[config.mk]
export PLATFORM = sky130hd
export DESIGN_NAME = dma_port_regs
export DESIGN_NICKNAME = d
export VERILOG_FILES = /design/src/rtl/dma_port_pkg.sv /design/src/rtl/dma_chan_regs.sv /design/src/rtl/dma_ctrl_regs.sv /design/src/rtl/dma_port_regs.sv
export SDC_FILE = /design/constraint.sdc
export NUM_CORES = 1
export LEC_CHECK = 0
export ABC_CLOCK_PERIOD_IN_PS = 4100
export BUFFER_PORTS_ARGS = -buffer_cell sky130_fd_sc_hd__buf_2
export CAP_MARGIN = 20
export CORE_MARGIN = 3
export CORE_UTILIZATION = 30
export DETAILED_ROUTE_END_ITERATION = 7
export HOLD_SLACK_MARGIN = 0.1
export PLACE_DENSITY_LB_ADDON = 0.2
export SLEW_MARGIN = 10
export SYNTH_ARGS = -nofsm -noshare
export SYNTH_HDL_FRONTEND = slang
export SYNTH_SLANG_ARGS = --single-unit
[constraint.sdc]
create_clock -name clk -period 4.1 [get_ports clk]
set_clock_uncertainty 0.15 [all_clocks]
set_input_delay 0.82 -clock clk [delete_from_list [all_inputs] [get_ports clk]]
set_output_delay 0.82 -clock clk [all_outputs]
set_load 0.005 [all_outputs]
[src/rtl/dma_port_pkg.sv]
package dma_port_pkg;
  localparam int NCH     = 4;
  localparam int CH_W    = 2;
  localparam int BYTE_W  = 8;
  localparam int REG_W   = 2 * BYTE_W;
  localparam int PORT_W  = 4;
  localparam int MODE_W  = BYTE_W - CH_W;
  localparam int MB_AUTO = 2;
  localparam int MB_DEC  = 3;

  localparam logic [PORT_W-1:0] P_STATUS  = 4'h8;
  localparam logic [PORT_W-1:0] P_REQ     = 4'h9;
  localparam logic [PORT_W-1:0] P_SMASK   = 4'hA;
  localparam logic [PORT_W-1:0] P_MODE    = 4'hB;
  localparam logic [PORT_W-1:0] P_CLRPTR  = 4'hC;
  localparam logic [PORT_W-1:0] P_MCLR    = 4'hD;
  localparam logic [PORT_W-1:0] P_CLRMASK = 4'hE;
  localparam logic [PORT_W-1:0] P_MASKALL = 4'hF;
endpackage

[src/rtl/dma_chan_regs.sv]
module dma_chan_regs #(
  parameter int BYTE_W = 8,
  parameter int REG_W  = 16
) (
  input  logic              clk,
  input  logic              rst,
  input  logic              ld_addr,
  input  logic              ld_cnt,
  input  logic              hi_sel,
  input  logic [BYTE_W-1:0] wbyte,
  input  logic              step,
  input  logic              auto_init,
  input  logic              dec_addr,
  output logic [REG_W-1:0]  cur_addr,
  output logic [REG_W-1:0]  cur_cnt,
  output logic              tc_hit
);
  logic [REG_W-1:0] base_addr, base_cnt;
  logic [REG_W-1:0] addr_new, cnt_new, addr_adv;
  logic             step_ok;

  assign step_ok  = step & ~ld_addr & ~ld_cnt;
  assign tc_hit   = step_ok && (cur_cnt == '0);
  assign addr_new = hi_sel ? {wbyte, base_addr[BYTE_W-1:0]} : {base_addr[REG_W-1:BYTE_W], wbyte};
  assign cnt_new  = hi_sel ? {wbyte, base_cnt[BYTE_W-1:0]}  : {base_cnt[REG_W-1:BYTE_W], wbyte};
  assign addr_adv = dec_addr ? cur_addr - REG_W'(1) : cur_addr + REG_W'(1);

  always_ff @(posedge clk) begin
    if (rst) begin
      base_addr <= '0;
      base_cnt  <= '0;
      cur_addr  <= '0;
      cur_cnt   <= '0;
    end else begin
      if (ld_addr) begin
        base_addr <= addr_new;
        cur_addr  <= addr_new;
      end
      if (ld_cnt) begin
        base_cnt <= cnt_new;
        cur_cnt  <= cnt_new;
      end
      if (step_ok) begin
        if (tc_hit && auto_init) begin
          cur_addr <= base_addr;
          cur_cnt  <= base_cnt;
        end else begin
          cur_addr <= addr_adv;
          cur_cnt  <= cur_cnt - REG_W'(1);
        end
      end
    end
  end

  // a non-terminal step lowers the count by one
  p_count_dec_r9: assert property (@(posedge clk) disable iff (rst)
    (step_ok && cur_cnt != '0) |=> cur_cnt == $past(cur_cnt) - REG_W'(1));
  // auto-initialise reloads the current registers at terminal count
  p_auto_reload_r10: assert property (@(posedge clk) disable iff (rst)
    (tc_hit && auto_init) |=> (cur_cnt == base_cnt && cur_addr == base_addr));
  // loading a count copies the new base into the current register
  p_load_both_r12: assert property (@(posedge clk) disable iff (rst)
    ld_cnt |=> cur_cnt == base_cnt);
endmodule

[src/rtl/dma_ctrl_regs.sv]
module dma_ctrl_regs
  import dma_port_pkg::*;
#(
  parameter int N = NCH
) (
  input  logic                clk,
  input  logic                rst,
  input  logic                we,
  input  logic                re,
  input  logic [PORT_W-1:0]   port,
  input  logic [BYTE_W-1:0]   wdata,
  input  logic [N-1:0]        tc_hit,
  output logic [N-1:0]        mask_o,
  output logic [N*MODE_W-1:0] mode_o,
  output logic [N-1:0]        auto_o,
  output logic [N-1:0]        dec_o,
  output logic                ptr_hi,
  output logic [2*N-1:0]      status_o
);
  logic [N-1:0]      mask_q, mask_port, req_q, tc_q, tc_set_mask;
  logic [MODE_W-1:0] mode_q [N];
  logic [CH_W-1:0]   sel;
  logic              reg_acc, mclr_w, rd_status;

  assign sel       = wdata[CH_W-1:0];
  assign reg_acc   = (we | re) & ~port[PORT_W-1];
  assign mclr_w    = we && port == P_MCLR;
  assign rd_status = re && port == P_STATUS;

  genvar g;
  generate
    for (g = 0; g < N; g++) begin : g_mode
      assign mode_o[g*MODE_W +: MODE_W] = mode_q[g];
      assign auto_o[g]      = mode_q[g][MB_AUTO];
      assign dec_o[g]       = mode_q[g][MB_DEC];
      assign tc_set_mask[g] = tc_hit[g] & ~mode_q[g][MB_AUTO];
    end
  endgenerate

  always_comb begin
    mask_port = mask_q;
    if (we) begin
      case (port)
        P_SMASK:   mask_port[sel] = wdata[2];
        P_CLRMASK: mask_port = '0;
        P_MASKALL: mask_port = wdata[N-1:0];
        default:   ;
      endcase
    end
  end

  always_ff @(posedge clk) begin
    if (rst) begin
      mask_q <= '1;
      req_q  <= '0;
      tc_q   <= '0;
      ptr_hi <= 1'b0;
      for (int c = 0; c < N; c++) mode_q[c] <= '0;
    end else if (mclr_w) begin
      mask_q <= '1;
      req_q  <= '0;
      tc_q   <= '0;
      ptr_hi <= 1'b0;
    end else begin
      mask_q <= mask_port | tc_set_mask;
      tc_q   <= (rd_status ? '0 : tc_q) | tc_hit;
      if (we && port == P_CLRPTR) ptr_hi <= 1'b0;
      else if (reg_acc)           ptr_hi <= ~ptr_hi;
      if (we && port == P_REQ)  req_q[sel]  <= wdata[2];
      if (we && port == P_MODE) mode_q[sel] <= wdata[BYTE_W-1:CH_W];
    end
  end

  assign mask_o   = mask_q;
  assign status_o = {req_q, tc_q};

  // every channel-register access flips the pointer
  p_ptr_toggle_r2: assert property (@(posedge clk) disable iff (rst)
    reg_acc |=> ptr_hi != $past(ptr_hi));
  // pointer clear
  p_ptr_clear_r3: assert property (@(posedge clk) disable iff (rst)
    (we && port == P_CLRPTR) |=> !ptr_hi);
  // single-channel mask write
  p_smask_r5: assert property (@(posedge clk) disable iff (rst)
    (we && port == P_SMASK && tc_hit == '0) |=> mask_o[$past(sel)] == $past(wdata[2]));
  // clear-mask write
  p_clrmask_r6: assert property (@(posedge clk) disable iff (rst)
    (we && port == P_CLRMASK && tc_hit == '0) |=> mask_o == '0);
  // master clear
  p_mclr_r8: assert property (@(posedge clk) disable iff (rst)
    mclr_w |=> (mask_o == '1 && !ptr_hi && status_o == '0));
endmodule

[src/rtl/dma_port_regs.sv]
module dma_port_regs
  import dma_port_pkg::*;
(
  input  logic                  clk,
  input  logic                  rst,
  input  logic [PORT_W-1:0]     io_port,
  input  logic [BYTE_W-1:0]     io_wdata,
  input  logic                  io_wr,
  input  logic                  io_rd,
  output logic [BYTE_W-1:0]     io_rdata,
  input  logic [NCH-1:0]        xfer_step,
  output logic [NCH-1:0]        ch_mask,
  output logic [NCH*MODE_W-1:0] ch_mode,
  output logic [NCH*REG_W-1:0]  ch_count
);
  logic              rd_ok, is_chan, is_cnt, ptr_hi;
  logic [CH_W-1:0]   chan_sel;
  logic [REG_W-1:0]  cur_addr [NCH];
  logic [REG_W-1:0]  cur_cnt  [NCH];
  logic [NCH-1:0]    tc_hit, auto_init, dec_addr;
  logic [2*NCH-1:0]  status;
  logic [REG_W-1:0]  rd_word;
  logic [BYTE_W-1:0] rd_byte;

  assign rd_ok    = io_rd & ~io_wr;
  assign is_chan  = ~io_port[PORT_W-1];
  assign is_cnt   = io_port[0];
  assign chan_sel = io_port[CH_W:1];

  dma_ctrl_regs #(.N(NCH)) u_ctrl (
    .clk(clk), .rst(rst), .we(io_wr), .re(rd_ok), .port(io_port), .wdata(io_wdata),
    .tc_hit(tc_hit), .mask_o(ch_mask), .mode_o(ch_mode), .auto_o(auto_init),
    .dec_o(dec_addr), .ptr_hi(ptr_hi), .status_o(status)
  );

  genvar c;
  generate
    for (c = 0; c < NCH; c++) begin : g_chan
      logic sel_here;
      assign sel_here = io_wr & is_chan & (chan_sel == CH_W'(c));
      dma_chan_regs #(.BYTE_W(BYTE_W), .REG_W(REG_W)) u_chan (
        .clk(clk), .rst(rst), .ld_addr(sel_here & ~is_cnt), .ld_cnt(sel_here & is_cnt),
        .hi_sel(ptr_hi), .wbyte(io_wdata), .step(xfer_step[c]),
        .auto_init(auto_init[c]), .dec_addr(dec_addr[c]),
        .cur_addr(cur_addr[c]), .cur_cnt(cur_cnt[c]), .tc_hit(tc_hit[c])
      );
      assign ch_count[c*REG_W +: REG_W] = cur_cnt[c];
    end
  endgenerate

  always_comb begin
    rd_word = is_cnt ? cur_cnt[chan_sel] : cur_addr[chan_sel];
    if (is_chan)                   rd_byte = ptr_hi ? rd_word[REG_W-1:BYTE_W] : rd_word[BYTE_W-1:0];
    else if (io_port == P_STATUS)  rd_byte = BYTE_W'(status);
    else                           rd_byte = '0;
  end

  always_ff @(posedge clk) begin
    if (rst)        io_rdata <= '0;
    else if (rd_ok) io_rdata <= rd_byte;
  end

  // read data only moves on a read
  p_rdata_hold_r4: assert property (@(posedge clk) disable iff (rst)
    !rd_ok |=> $stable(io_rdata));
endmodule

==> impl_metrics.env <==
export IMPL_maxCapViolCount=0
export IMPL_period_share=0.821
export IMPL_detail_route_antenna_nets=0
export IMPL_met3_length_mm=6.47
export IMPL_synthArstFlopShare=0
export IMPL_period_needed_ns=3.36
export IMPL_dpl_hpwl_mm=57.3
export IMPL_clk_latency_ns=0.57
export IMPL_syn_cell_area_sq_mm=0.0190
export IMPL_syn_nets=2504
export IMPL_syn_to_final_growth_pct=15.1
export IMPL_drtIter0Drc=2246
export IMPL_routedWlPerCell_um=24.8
export IMPL_final_area_sq_mm=0.0218
export IMPL_ys_seq_area_frac=0.330
export IMPL_p_per_area_mw_per_mm2=573
export IMPL_core_area_sq_mm=0.0622
export IMPL_synth_seq_cells=301
export IMPL_ioPinCount=120
export IMPL_cp_top_family="compound AO/OA/AOI/OAI gates"
export IMPL_fmax_ghz=0.297
export IMPL_setup_viol=0
export IMPL_totalPowerFinal_uw=12500
export IMPL_worstPathMaxFanout=17
export IMPL_clockBufferDepth=3
export IMPL_firstDrtPassIters=5
export IMPL_nNetsFinal=2537
export IMPL_die_y_um=257
export IMPL_antenna_found_initial=3
export IMPL_slowest_stage="edfxtp_1"
export IMPL_path_clk_slew_ns=0.06
export IMPL_gp_congestion=0.929
export IMPL_synth_compound_area_share=0.263
export IMPL_critical_path_arrival_ns=3.67
export IMPL_die_w_um=257
export IMPL_vias_per_cell=5.85
export IMPL_synth_xor_area_frac=0.0397
export IMPL_m1WireLength_mm=36.0
export IMPL_grt_overflow_total=0
export IMPL_p_leak_uw=0.00817
export IMPL_grt_pass1_vias=17700
export IMPL_drive_above_1_share=0.133
export IMPL_worstMarginPinSlew_ns=1.09
export IMPL_io_buffers=119
export IMPL_muxShareOfSynthArea=0.0749
export IMPL_vias=19400
export IMPL_r2r_slack_ns=0.74
export IMPL_critPathLaunchType="flop"
export IMPL_cp_end_kind="flop"
export IMPL_status="complete, no violations"
export IMPL_start_util=0.305
export IMPL_grt_max_degree=100
export IMPL_dpl_worst_slack_ns=0.810
export IMPL_cts_tree="yes"
export IMPL_holdBufCountCts=0
export IMPL_drc=0
export IMPL_drv_slew=0
export IMPL_tns_ns=0
export IMPL_cts_buffers=39
export IMPL_netlist_instances=2416
export IMPL_cts_root_buf="clkbuf_16"
export IMPL_synth_simple_area_share=0.195
export IMPL_relSlewSlack=0.271
export IMPL_hold_path_class="flop to flop"
export IMPL_holdWs_ns=0.310
export IMPL_synthAdderAreaFrac=0.0464
export IMPL_worstSetupPathType="flop to flop"
export IMPL_synth_top_family_by_area="compound AO/OA/AOI/OAI gates"
export IMPL_grt_pass1_wl_mm=121
export IMPL_synth_edf_count=24
export IMPL_postCtsSetupBuffers=0
export IMPL_synth_cell_type_count=79
export IMPL_wl_mm=82.4
export IMPL_peakVddDrop_mv=0.226
export IMPL_dr_max_layer_used="met5"
export IMPL_postPlaceCellArea_sq_mm=0.0204
export IMPL_cp_cell_sequence="fa_1 -> a21oi_1 -> o21ai_0 -> a21boi_0 -> o21bai_1 -> a41oi_1 -> mux2_2 -> a311oi_1"
export IMPL_placementRows=91
export IMPL_syn_avg_cell_area_sq_um=7.85
export IMPL_critPathMaxStageDelay_ns=0.76
export IMPL_wl_met2_mm=36.3
export IMPL_synth_warnings=0
export IMPL_dieArea_sq_mm=0.0663
export IMPL_track_usage=0.241
export IMPL_rsz0062_at_grt="false"
export IMPL_h_tree_depth=2
export IMPL_cp_required_ns=4.41
export IMPL_ys_flop_type="dfxtp_1"
export IMPL_fin_ws_ns=0.736
export IMPL_cp_num_buf_inv=0
export IMPL_clkSinkCount=301
export IMPL_cts_resized=0
export IMPL_timing_hold_violations_final=0
## power breakdown
group	internal, uW	switching [uW]	leakage [uW]
sequential	3320	963	0.00249
clock	2380	1430	0.000675
combinational	1960	2460	0.00501
## routing by layer
metal	vias up	global-route usage
met4	2	0.0983
li1	8859	-
met3	167	0.0467
met1	9526	0.330
met5	-	0
met2	837	0.372
## cell type report
cell class,count,area [sq um]
inverter,37,139
fill,6521,40300
tap,837,1050
clock buffer,51,1090
clock inverter,17,289
multi-input combinational,1875,11800
sequential,301,6270
timing repair buffer,195,1220
antenna,4,10.0
## stage by stage
stage,instances,util
4_1_cts,3313,0.351
6_report,3317,0.351
5_1_grt,3313,0.351
3_5_place_dp,3245,0.329
2_1_floorplan,2416,-
3_3_place_gp,3245,0.329
## cells in the final DEF, fill, tap and decap left out, drive strengths merged, types with 24 or more instances in the layout
master and n:
mux4 40, a21o 24, a21oi 360, xnor2 56, dfxtp 277, mux2i 43
o211ai 85, nor3 29, o21ai 127, nand2b 56, a211oi 36, nand3 103
inv 37, a221oi 28, ha 64, clkbuf 52, a311oi 29, a31oi 38
buf 194, nand2 348, xor2 30, edfxtp 24, nor2 190
## flip-flops by register name, summed over array words and instances, names as in the netlist
register                 count
u_ctrl.req_q                 4
io_rdata                     8
u_ctrl.ptr_hi                1
g_chan.u_chan.cur_cnt       64
g_chan.u_chan.base_cnt      64
u_ctrl.tc_q                  4
g_chan.u_chan.cur_addr      64
g_chan.u_chan.base_addr     64
u_ctrl.mask_o                4
u_ctrl.mode_q               24
## worst paths after layout
check,startpoint,to,cells past startpoint
max,u_ctrl.mode_q[0][3]$_SDFFCE_PN0P_,g_chan[0].u_chan.cur_addr[12]$_SDFFE_PP0P_,8
min reg2reg,u_ctrl.req_q[1]$_SDFFE_PP0P_,io_rdata[5]$_SDFFE_PP0P_,2
min,u_ctrl.req_q[1]$_SDFFE_PP0P_,io_rdata[5]$_SDFFE_PP0P_,2
max reg2reg,u_ctrl.mode_q[0][3]$_SDFFCE_PN0P_,g_chan[0].u_chan.cur_addr[12]$_SDFFE_PP0P_,8
## cells in the mapped netlist, drive strengths merged (11+ instances only)
| library cell | instances | area (sq um) |
|---|---|---|
| clkbuf | 165 | 623 |
| o21a | 12 | 90.1 |
| nand3 | 103 | 521 |
| a31oi | 38 | 238 |
| o21ai | 127 | 636 |
| a21o | 24 | 180 |
| buf | 38 | 205 |
| dfxtp | 277 | 5550 |
| a311oi | 29 | 254 |
| xor2 | 30 | 263 |
| nor2 | 190 | 721 |
| o211ai | 85 | 638 |
| xnor2 | 56 | 490 |
| edfxtp | 24 | 721 |
| nor3 | 29 | 160 |
| mux4 | 40 | 901 |
| a21oi | 360 | 1800 |
| ha | 64 | 801 |
| a221oi | 28 | 245 |
| nand2 | 348 | 1310 |
| nand2b | 56 | 350 |
| or3 | 12 | 75.1 |
| mux2i | 43 | 430 |
| o21bai | 11 | 82.6 |
| o22ai | 14 | 87.6 |
| inv | 37 | 139 |
| nor4 | 11 | 96.3 |
| a211oi | 36 | 270 |
| nor2b | 14 | 87.6 |
## cells by family (layout without fill, tap and decap cells)
kind of cell,count (synthesis),in the layout
AO/OA/AOI/OAI,818,818
XOR/XNOR,86,86
adder cells (fa/ha/maj),68,68
buffers and inverters,240,300
flip-flops,301,301
multiplexers,91,91
other,0,4
AND/OR/NAND/NOR,812,812
## worst register-to-register path, cell delays in order (launching register included)
cell,delay (ns)
edfxtp_1,0.76
fa_1,0.58
a21oi_1,0.25
o21ai_0,0.17
a21boi_0,0.25
o21bai_1,0.16
a41oi_1,0.29
mux2_2,0.36
a311oi_1,0.29
Power figures use the tool's default switching activity.
